==> config.mk <==
export PLATFORM = sky130hd
export DESIGN_NAME = page_write_buffer
export DESIGN_NICKNAME = d
export VERILOG_FILES = /design/src/rtl/pwb_pkg.sv /design/src/rtl/pwb_addr.sv /design/src/rtl/pwb_store.sv /design/src/rtl/pwb_ctrl.sv /design/src/rtl/page_write_buffer.sv
export SDC_FILE = /design/constraint.sdc
export NUM_CORES = 1
export LEC_CHECK = 0
export ABC_AREA = 1
export BUFFER_PORTS_ARGS = -buffer_cell sky130_fd_sc_hd__buf_2
export CAP_MARGIN = 20
export CORE_MARGIN = 2
export CORE_UTILIZATION = 40
export CTS_CLUSTER_DIAMETER = 120
export CTS_CLUSTER_SIZE = 28
export DETAILED_ROUTE_END_ITERATION = 16
export PLACE_DENSITY = 0.55
export SETUP_SLACK_MARGIN = 0.5
export SYNTH_ARGS = -nofsm -noshare
export SYNTH_HDL_FRONTEND = slang
export SYNTH_SLANG_ARGS = --single-unit
==> constraint.sdc <==
create_clock -name clk -period 2.8 [get_ports clk]
set_clock_uncertainty 0.1 [all_clocks]
set_input_delay 0.14 -clock clk [delete_from_list [all_inputs] [get_ports clk]]
set_output_delay 0.14 -clock clk [all_outputs]
set_load 0.1 [all_outputs]
==> src/rtl/pwb_pkg.sv <==
package pwb_pkg;
  typedef enum logic [1:0] {
    PH_IDLE   = 2'd0,
    PH_FILL   = 2'd1,
    PH_COMMIT = 2'd2,
    PH_SETTLE = 2'd3
  } pwb_phase_e;
endpackage

==> src/rtl/pwb_addr.sv <==
module pwb_addr #(
  parameter int ADDR_W = 8,
  parameter int OFF_W  = 4
) (
  input  logic              clk,
  input  logic              rst,
  input  logic              load,
  input  logic [ADDR_W-1:0] load_addr,
  input  logic              step,
  output logic [ADDR_W-1:0] addr
);
  // Only the slot bits move on a step; the page bits hold.
  always_ff @(posedge clk) begin
    if (rst) begin
      addr <= '0;
    end else if (load) begin
      addr <= load_addr;
    end else if (step) begin
      addr[OFF_W-1:0] <= addr[OFF_W-1:0] + OFF_W'(1);
    end
  end
endmodule

==> src/rtl/pwb_store.sv <==
module pwb_store #(
  parameter int DATA_W = 8,
  parameter int DEPTH  = 16,
  parameter int OFF_W  = 4
) (
  input  logic              clk,
  input  logic              rst,
  input  logic              clr,
  input  logic              wr_en,
  input  logic [OFF_W-1:0]  wr_off,
  input  logic [DATA_W-1:0] wr_data,
  input  logic              rd_en,
  input  logic [OFF_W-1:0]  rd_off,
  output logic [DATA_W-1:0] rd_data,
  output logic              rd_hit,
  output logic [OFF_W-1:0]  rd_off_q
);
  logic [DATA_W-1:0] mem [DEPTH];
  logic [DEPTH-1:0]  filled;

  // Data storage: one write port, one registered read port.
  always_ff @(posedge clk) begin
    if (wr_en) mem[wr_off] <= wr_data;
    rd_data <= mem[rd_off];
  end

  // Per-slot fill flags, cleared in one cycle at command open.
  always_ff @(posedge clk) begin
    if (rst || clr) begin
      filled <= '0;
    end else begin
      for (int i = 0; i < DEPTH; i++) begin
        if (wr_en && wr_off == OFF_W'(i)) filled[i] <= 1'b1;
      end
    end
  end

  always_ff @(posedge clk) begin
    if (rst) begin
      rd_hit   <= 1'b0;
      rd_off_q <= '0;
    end else begin
      rd_hit   <= rd_en & filled[rd_off];
      rd_off_q <= rd_off;
    end
  end
endmodule

==> src/rtl/pwb_ctrl.sv <==
module pwb_ctrl
  import pwb_pkg::*;
#(
  parameter int PAGE_BYTES = 16,
  parameter int OFF_W      = 4,
  parameter int WR_CYCLES  = 40,
  localparam int CNT_W     = $clog2(WR_CYCLES + 1)
) (
  input  logic             clk,
  input  logic             rst,
  input  logic             cmd_load,
  input  logic             byte_vld,
  input  logic             stop,
  input  logic             wr_protect,
  output logic             load_ok,
  output logic             byte_ok,
  output logic             busy,
  output logic             pending,
  output logic             scan_en,
  output logic [OFF_W-1:0] scan_off
);
  pwb_phase_e       phase;
  logic             has_data;
  logic [CNT_W-1:0] cnt;
  logic             stop_ok;

  assign busy    = (phase == PH_COMMIT) || (phase == PH_SETTLE);
  assign stop_ok = stop & ~busy;
  assign load_ok = cmd_load & ~busy & ~stop;
  assign byte_ok = byte_vld & (phase == PH_FILL) & ~stop & ~cmd_load;
  assign pending = (phase == PH_FILL) & has_data;
  assign scan_en = (phase == PH_COMMIT);

  always_ff @(posedge clk) begin
    if (rst) begin
      phase    <= PH_IDLE;
      has_data <= 1'b0;
      cnt      <= '0;
      scan_off <= '0;
    end else begin
      case (phase)
        PH_IDLE: begin
          if (load_ok) begin
            phase    <= PH_FILL;
            has_data <= 1'b0;
          end
        end
        PH_FILL: begin
          if (stop_ok) begin
            has_data <= 1'b0;
            if (has_data && !wr_protect) begin
              phase    <= PH_COMMIT;
              cnt      <= CNT_W'(WR_CYCLES - 1);
              scan_off <= '0;
            end else begin
              phase <= PH_IDLE;
            end
          end else if (load_ok) begin
            has_data <= 1'b0;
          end else if (byte_ok) begin
            has_data <= 1'b1;
          end
        end
        PH_COMMIT: begin
          cnt      <= cnt - CNT_W'(1);
          scan_off <= scan_off + OFF_W'(1);
          if (scan_off == OFF_W'(PAGE_BYTES - 1)) phase <= PH_SETTLE;
        end
        default: begin
          if (cnt == '0) phase <= PH_IDLE;
          else cnt <= cnt - CNT_W'(1);
        end
      endcase
    end
  end
endmodule

==> src/rtl/page_write_buffer.sv <==
module page_write_buffer #(
  parameter int ADDR_W     = 8,
  parameter int DATA_W     = 8,
  parameter int PAGE_BYTES = 16,
  parameter int WR_CYCLES  = 40,
  localparam int OFF_W     = $clog2(PAGE_BYTES)
) (
  input  logic              clk,
  input  logic              rst,
  input  logic              cmd_load,
  input  logic [ADDR_W-1:0] cmd_addr,
  input  logic              byte_vld,
  input  logic [DATA_W-1:0] byte_data,
  input  logic              stop,
  input  logic              wr_protect,
  output logic              busy,
  output logic [ADDR_W-1:0] ptr_addr,
  output logic              arr_we,
  output logic [ADDR_W-1:0] arr_addr,
  output logic [DATA_W-1:0] arr_wdata
);
  logic              load_ok, byte_ok, pending, scan_en;
  logic [OFF_W-1:0]  scan_off, rd_off_q;
  logic [DATA_W-1:0] rd_data;
  logic              rd_hit;

  pwb_ctrl #(
    .PAGE_BYTES(PAGE_BYTES), .OFF_W(OFF_W), .WR_CYCLES(WR_CYCLES)
  ) u_ctrl (
    .clk(clk), .rst(rst), .cmd_load(cmd_load), .byte_vld(byte_vld),
    .stop(stop), .wr_protect(wr_protect), .load_ok(load_ok),
    .byte_ok(byte_ok), .busy(busy), .pending(pending),
    .scan_en(scan_en), .scan_off(scan_off)
  );

  pwb_addr #(.ADDR_W(ADDR_W), .OFF_W(OFF_W)) u_addr (
    .clk(clk), .rst(rst), .load(load_ok), .load_addr(cmd_addr),
    .step(byte_ok), .addr(ptr_addr)
  );

  pwb_store #(.DATA_W(DATA_W), .DEPTH(PAGE_BYTES), .OFF_W(OFF_W)) u_store (
    .clk(clk), .rst(rst), .clr(load_ok), .wr_en(byte_ok),
    .wr_off(ptr_addr[OFF_W-1:0]), .wr_data(byte_data),
    .rd_en(scan_en), .rd_off(scan_off), .rd_data(rd_data),
    .rd_hit(rd_hit), .rd_off_q(rd_off_q)
  );

  // Registered array strobe; page bits cannot move while busy.
  always_ff @(posedge clk) begin
    if (rst) begin
      arr_we    <= 1'b0;
      arr_addr  <= '0;
      arr_wdata <= '0;
    end else begin
      arr_we    <= rd_hit;
      arr_addr  <= {ptr_addr[ADDR_W-1:OFF_W], rd_off_q};
      arr_wdata <= rd_data;
    end
  end
endmodule

==> results.tsv, run 1 <==
stage	metric	value	unit
status	status	completed	
sta	Worst-Margin Slew	0.9178	ns
sta	crit share post-route	0.7678	
drt	DRT iter0 DRCs	463	
clocking	clk slew on worst S/H paths	0.07	ns
sta	Slew Limit Headroom	0.3875	
run	Max Cap Viol	0	
clocking	post-CTS setup buffer count	0	
worst_setup_path	CP max stage cell	nor2_2	
placed_design	hpwl dp	11.06	mm
global_routing	global-route wire length before repair	28.03	mm
worst_setup_path	Worst R2R End	u_store.mem[11][4]	
global_routing	largest net degree at the start of global routing	51	
logic_synthesis	Post-Syn Area per Cell	10.60	um^2
floorplan	DIE AREA	20620	um^2
power	Static Leak	3.411	nW
worst_hold_path	Min-Delay Startpoint	byte_data[4]	
sta	post-route setup slack	0.6501	ns
sta	final setup fails	0	
logic_synthesis	Mapped Cells	735	
worst_hold_path	hold path depth	1	
sta	RSZ-0062 raised after global routing	no	
power	power per cell area	823.0	nW/um^2
finish	area of the multi-input gates	2260	um^2
placed_design	worst slack at placement	0.5900	ns
global_routing	vias in the first global route	5187	
power	total design power	7.474	mW
worst_setup_path	FF-to-FF Start	u_ctrl.phase[1]	
clocking	CTS Buf Count	17	
worst_setup_path	worst-path fanout max	9	
finish	final net count	831	
floorplan	Starting Density	0.4044	
logic_synthesis	count leader, synth	nor2_1	
drt	# DRC	0	
clocking	clock sinks	195	
floorplan	Die Y	143.6	um
finish	ANT cells	0	
clocking	maximum clock insertion buffer count	2	
drt	final WL	18.00	mm
worst_setup_path	Worst setup EP type	flop	
floorplan	std cell rows	51	
worst_setup_path	startpoint type of the worst setup path	flop	
worst_setup_path	worst endpoint required time	2.78	ns
logic_synthesis	fraction of registers with async set/reset	0	
sta	Final min period	2.150	ns
clocking	clk root buf	clkbuf_16	
placed_design	I/O Buffers	47	
clocking	TritonCTS clock tree	built	
logic_synthesis	Top FF cell, synth	edfxtp_1	
finish	Reg area	5186	um^2
floorplan	Die X	143.6	um
global_routing	total congestion overflow	0	
drt	WL/cell	16.75	um
floorplan	core area	19270	um^2
clocking	H-tree depth	4	
worst_setup_path	WS Path Type	flop to flop	
logic_synthesis	Yosys reg bits	195	
global_routing	All-Layer GR Usage	0.1833	
sta	final hold viol count	0	
drt	router iterations before antenna repair	7	
logic_synthesis	Netlist Area Pre-Place	7794	um^2
worst_setup_path	reg2reg path depth	8	
drt	Vias/cell	5.005	
power	Max rail drop VDD	433.0	uV
logic_synthesis	ranking of synthesized cells by area	edfxtp_1 (49%), dfxtp_1 (17%), nor2_1 (9.2%), o21ai_0 (4.9%), o211ai_1 (3.0%)	
finish	Layout fillers	1777	
worst_setup_path	CP Cell Sequence	inv_1 > ha_1 > nand2_2 > nor2_2 > nand2_2 > inv_6 > nand2_4 > nor2_2	
sta	Fmax	465.1	MHz
worst_setup_path	Largest stage delay, worst path	0.39	ns
logic_synthesis	Post-synth EDFFs	128	
finish	Core Util, Final	0.4712	
floorplan	I/O Pins	48	
finish	P&R area growth vs syn	16.52	%
logic_synthesis	yosys warns	0	
drt	Via Count	5380	
worst_hold_path	Hold Crit Endpoint	u_store.mem[6][4]	
logic_synthesis	top post-synthesis cells by count	nor2_1 (190), edfxtp_1 (128), o21ai_0 (77)	
sta	setup TNS	0	ns
logic_synthesis	Mapped Nets	769	
finish	layout cells sized above 1	0.1519	
logic_synthesis	post-synthesis sequential area ratio	0.6653	
logic_synthesis	Yosys top cell by area	edfxtp_1	
sta	Slew Viols, Final	0	
worst_setup_path	flop-to-flop setup slack	0.65	ns
worst_hold_path	HP Class	primary input to flop	
clocking	clock latency on the worst-skew pair	0.43	ns
worst_setup_path	Worst EP arrival	2.13	ns
drt	DRT antenna net count	0	
global_routing	antenna violations before repair	0	
placed_design	Final Wtd Congestion	0.7671	
logic_synthesis	Netlist cell types	36	
logic_synthesis	top-area cell type share of the netlist area	0.4932	
[kinds of logic (layout without fill, tap and decap cells)]
kind of cell	count (synthesis)	count (layout)	share of synthesized area
fa+ha+maj	12	12	0.01926
flops	195	195	0.6653
compound gates	138	138	0.1026
buf+inv	82	157	0.04672
simple gates	304	304	0.1617
xor+xnor	4	4	0.004496
[state kept, by name (all words and copies together) (netlist names), 4 cells and up]
signal            count
u_ctrl.scan_off       4
u_store.rd_off_q      4
u_addr.addr           8
u_ctrl.cnt            6
arr_wdata             8
u_store.filled       16
arr_addr              8
u_store.rd_data       8
u_store.mem         128
[cell usage in the layout, fill, tap and decap left out, types with 3 or more instances in the layout]
master / synthesis / layout
o221ai_1: 3 / 3
inv_1: 44 / 44
edfxtp_1: 128 / 128
o211ai_1: 31 / 31
nand3_1: 32 / 32
clkinv_4: 0 / 3
dlygate4sd3_1: 0 / 9
buf_4: 4 / 20
nand4_1: 3 / 3
nand2_4: 4 / 5
buf_2: 13 / 47
xor2_1: 3 / 3
nand2_1: 61 / 59
inv_4: 2 / 6
clkbuf_16: 0 / 19
clkinv_8: 0 / 3
o21ai_0: 77 / 77
nor2_1: 190 / 190
nand2_2: 4 / 5
ha_1: 12 / 12
nor2_2: 6 / 5
dfxtp_1: 67 / 66
o21ai_1: 3 / 3
a21oi_1: 17 / 17
[cell type report]
cell class              instances  area share
clock inverters                12     0.01529
well taps                     265     0.03651
multi-input cells             458      0.2488
repair buffers                 77     0.05456
clock buffers                  20     0.05277
inverters                      48     0.02094
flip-flops and latches        195      0.5711
[repair_timing]
item | 4_1_cts | 5_1_grt
endpoints found under the hold margin | 8 | 0
hold buffers | 9 | 0
resized for setup | 0 | 4
setup endpoints to repair | 0 | 27
[how the worst max path moves through the flow]
stage               slack [ns]            start            endpoint
finish                    0.65  u_ctrl.phase[1]  u_store.mem[11][4]
global route              0.51  u_ctrl.phase[1]  u_store.mem[11][7]
CTS                       0.58  u_ctrl.phase[1]   u_store.mem[3][5]
detailed placement        0.59  u_ctrl.phase[1]   u_store.mem[3][2]
global placement          0.70  u_ctrl.phase[1]   u_store.mem[3][7]
floorplan                 0.51   u_addr.addr[0]  u_store.mem[13][0]
[power breakdown]
part,internal (mW),switching [mW]
Sequential,3.19,0.0834
Combinational,0.452,1.26
Clock,1.36,1.12
[per-stage QoR]
stage | hold WS, ns | instance area, um^2 | cells
floorplan | 0.1389 | 7794 | 735
global placement | 0.2907 | 8358 | 1034
detailed placement | 0.2972 | 8358 | 1034
CTS | 0.002025 | 9066 | 1075
global route | 0.01835 | 9081 | 1075
finish | 0.009076 | 9081 | 1075
[metal layers]
| layer | vias to the layer above | track usage | share of wire |
|---|---|---|---|
| met5 | - | 0 | 0 |
| met3 | 26 | 0.03099 | 0.038 |
| met1 | 2606 | 0.2382 | 0.45 |
| met2 | 123 | 0.3083 | 0.49 |
| li1 | 2625 | - | - |
| met4 | 0 | 0.06863 | 0.021 |
[worst max-delay path, delay by kind of cell, from the launching register on]
kind / cells / cell delay [ns]
AND/OR/NAND/NOR: 5 / 0.75
buffers and inverters: 2 / 0.23
adder cells (fa/ha/maj): 1 / 0.35
flip-flops: 1 / 0.37
Power figures use the tool's default switching activity.
==> run 2: changes to the inputs <==
--- a/config.mk
+++ b/config.mk
@@ -5,7 +5,7 @@
 export SDC_FILE = /design/constraint.sdc
 export NUM_CORES = 1
 export LEC_CHECK = 0
-export ABC_AREA = 1
+export ABC_AREA = 0
 export BUFFER_PORTS_ARGS = -buffer_cell sky130_fd_sc_hd__buf_2
 export CAP_MARGIN = 20
 export CORE_MARGIN = 2
==> constraint.sdc (replaced) <==
create_clock -name clk -period 2.1 [get_ports clk]
set_clock_uncertainty 0.1 [all_clocks]
set_input_delay 0.105 -clock clk [delete_from_list [all_inputs] [get_ports clk]]
set_output_delay 0.105 -clock clk [all_outputs]
set_load 0.1 [all_outputs]
==> results.tsv, run 2 <==
stage	metric	value	unit
clocking	clk root buf	clkbuf_16	
global_routing	global-route wire length before repair	26.38	mm
finish	final instance area	10240	um^2
finish	Core Util, Final	0.5514	
worst_hold_path	Min-Delay Startpoint	stop	
logic_synthesis	Top FF cell, synth	edfxtp_1	
sta	final hold viol count	0	
power	Max rail drop VDD	504.7	uV
clocking	maximum clock insertion buffer count	2	
floorplan	Die Y	141.2	um
finish	Layout fillers	1445	
status	status	completed	
logic_synthesis	count leader, synth	edfxtp_1	
drt	final WL	17.33	mm
logic_synthesis	Post-Syn Area per Cell	16.76	um^2
finish	final net count	631	
clocking	clk slew on worst S/H paths	0.08	ns
worst_setup_path	startpoint type of the worst setup path	flop	
global_routing	antenna violations before repair	0	
logic_synthesis	top post-synthesis cells by count	edfxtp_1 (128), dfxtp_1 (67), mux4_2 (37)	
sta	setup TNS	0	ns
floorplan	DIE AREA	19930	um^2
drt	router iterations before antenna repair	4	
worst_setup_path	flop-to-flop setup slack	0.07	ns
floorplan	core area	18580	um^2
global_routing	vias in the first global route	4437	
worst_hold_path	hold path depth	3	
drt	DRT antenna net count	0	
power	total design power	8.776	mW
global_routing	All-Layer GR Usage	0.1824	
clocking	clock latency on the worst-skew pair	0.43	ns
sta	Slew Viols, Final	0	
worst_setup_path	WS Path Type	flop to flop	
worst_setup_path	worst endpoint required time	2.14	ns
finish	commonest cells after routing, fill and taps aside	edfxtp_1 (128), dfxtp_1 (59), mux4_2 (45)	
placed_design	Final Wtd Congestion	0.7480	
power	power per cell area	856.6	nW/um^2
drt	met3 wire length	949	um
drt	routed wl met2	8.606	mm
logic_synthesis	Mapped Nets	483	
floorplan	Die X	141.2	um
finish	layout cells sized above 1	0.4541	
worst_hold_path	Hold Crit Endpoint	u_ctrl.has_data	
drt	Top Metal Used	met4	
run	Max Cap Viol	0	
sta	Worst-Margin Slew	0.5125	ns
placed_design	hpwl dp	10.88	mm
logic_synthesis	Mapped Cells	449	
drt	Via Count	4383	
placed_design	worst slack at placement	0.04950	ns
logic_synthesis	Netlist Area Pre-Place	7526	um^2
global_routing	largest net degree at the start of global routing	22	
sta	Min Hold Slack	0.07265	ns
logic_synthesis	Yosys reg bits	195	
sta	Fmax	492.5	MHz
clocking	CTS Buf Count	17	
sta	crit share post-route	0.9668	
sta	Slew Limit Headroom	0.6583	
logic_synthesis	fraction of registers with async set/reset	0	
finish	Largest Register	u_store.mem	
floorplan	I/O Pins	48	
finish	max FFs per register	128	
sta	post-route setup slack	0.06970	ns
sta	RSZ-0062 raised after global routing	yes	
worst_setup_path	reg2reg path depth	9	
logic_synthesis	Netlist cell types	48	
clocking	H-tree depth	4	
floorplan	std cell rows	50	
placed_design	I/O Buffers	47	
worst_setup_path	Worst EP arrival	2.07	ns
drt	WL/cell	20.53	um
logic_synthesis	post-synthesis sequential area ratio	0.6889	
logic_synthesis	yosys warns	0	
logic_synthesis	Post-synth EDFFs	128	
floorplan	Starting Density	0.4051	
clocking	clock sinks	195	
drt	M1 WL	7.627	mm
logic_synthesis	ranking of synthesized cells by area	edfxtp_1 (51%), dfxtp_1 (18%), mux4_2 (11%), mux4_1 (2.8%), ha_1 (2.0%)	
finish	fin cells	844	
worst_setup_path	Worst R2R End	u_store.mem[1][4]	
worst_hold_path	HP Class	primary input to flop	
worst_setup_path	worst-path fanout max	5	
logic_synthesis	top-area cell type share of the netlist area	0.5107	
placed_design	placed cells	751	
worst_setup_path	FF-to-FF Start	u_ctrl.phase[1]	
global_routing	total congestion overflow	0	
power	Static Leak	3.549	nW
finish	ANT cells	0	
logic_synthesis	Yosys top cell by area	edfxtp_1	
drt	DRT iter0 DRCs	305	
clocking	TritonCTS clock tree	built	
sta	final setup fails	0	
placed_design	cell area after placement	8670	um^2
worst_setup_path	Worst setup EP type	flop	
drt	Vias/cell	5.193	
finish	P&R area growth vs syn	36.13	%
finish	biggest regs	u_store.mem x128, u_store.filled x16	
drt	# DRC	0	
sta	Final min period	2.030	ns
finish	most common cell after layout, fill and taps aside	edfxtp_1	
-- run 2: area by class of cell --
type                    instances  area [um^2]  share of cell area
multi-input cells             224         2580              0.2518
repair buffers                150         1524              0.1488
well taps                     234        292.8             0.02858
clock inverters                14        170.2             0.01661
flip-flops and latches        195         5210              0.5086
clock buffers                  18        429.2             0.04189
inverters                       9        38.79            0.003786
-- run 2: what timing repair did --
item,in CTS,in global routing
pin swaps,25,18
resized for setup,71,27
cloned,5,2
setup endpoints to repair,176,177
hold buffers,17,0
setup buffers,33,4
hold endpoints to repair,138,0
-- run 2: critical path, cell delays in order (launching register included) --
cell and delay, ns:
dfxtp_4 0.37, inv_4 0.07, ha_4 0.13, nor4bb_4 0.25, buf_12 0.16, buf_12 0.14, nand2_8 0.08, nor3_4 0.18
buf_6 0.14, buf_12 0.11
-- run 2: routing by layer --
layer | GRT usage | vias to the layer above
met3 | 0.04144 | 9
met2 | 0.3002 | 89
met1 | 0.2452 | 2229
met5 | 0 | -
met4 | 0.05158 | 0
li1 | - | 2056
-- run 2: worst max path at each step --
stage,startpoint,to,cells after the start
CTS,u_ctrl.phase[1],u_store.mem[2][1],9
floorplan,u_ctrl.phase[0],u_store.filled[4],8
detailed placement,u_ctrl.scan_off[0],u_store.rd_data[4],3
global placement,u_ctrl.scan_off[0],u_store.rd_data[4],3
finish,u_ctrl.phase[1],u_store.mem[1][4],9
global route,u_ctrl.phase[1],u_store.mem[1][1],9
-- run 2: cells by family (layout without fill, tap and decap cells) --
logic type	Yosys count	count (layout)	share of synthesized area
flops	195	195	0.6889
simple gates	106	107	0.07880
xor+xnor	3	3	0.003492
mux	45	45	0.1387
compound gates	57	57	0.05187
fa+ha+maj	12	12	0.01995
buf+inv	31	191	0.01829
-- run 2: power by group --
part	leakage (nW)	internal [mW]	switching, mW
Combinational	1.56	0.515	0.701
Sequential	1.70	4.17	0.112
Clock	0.288	1.80	1.47
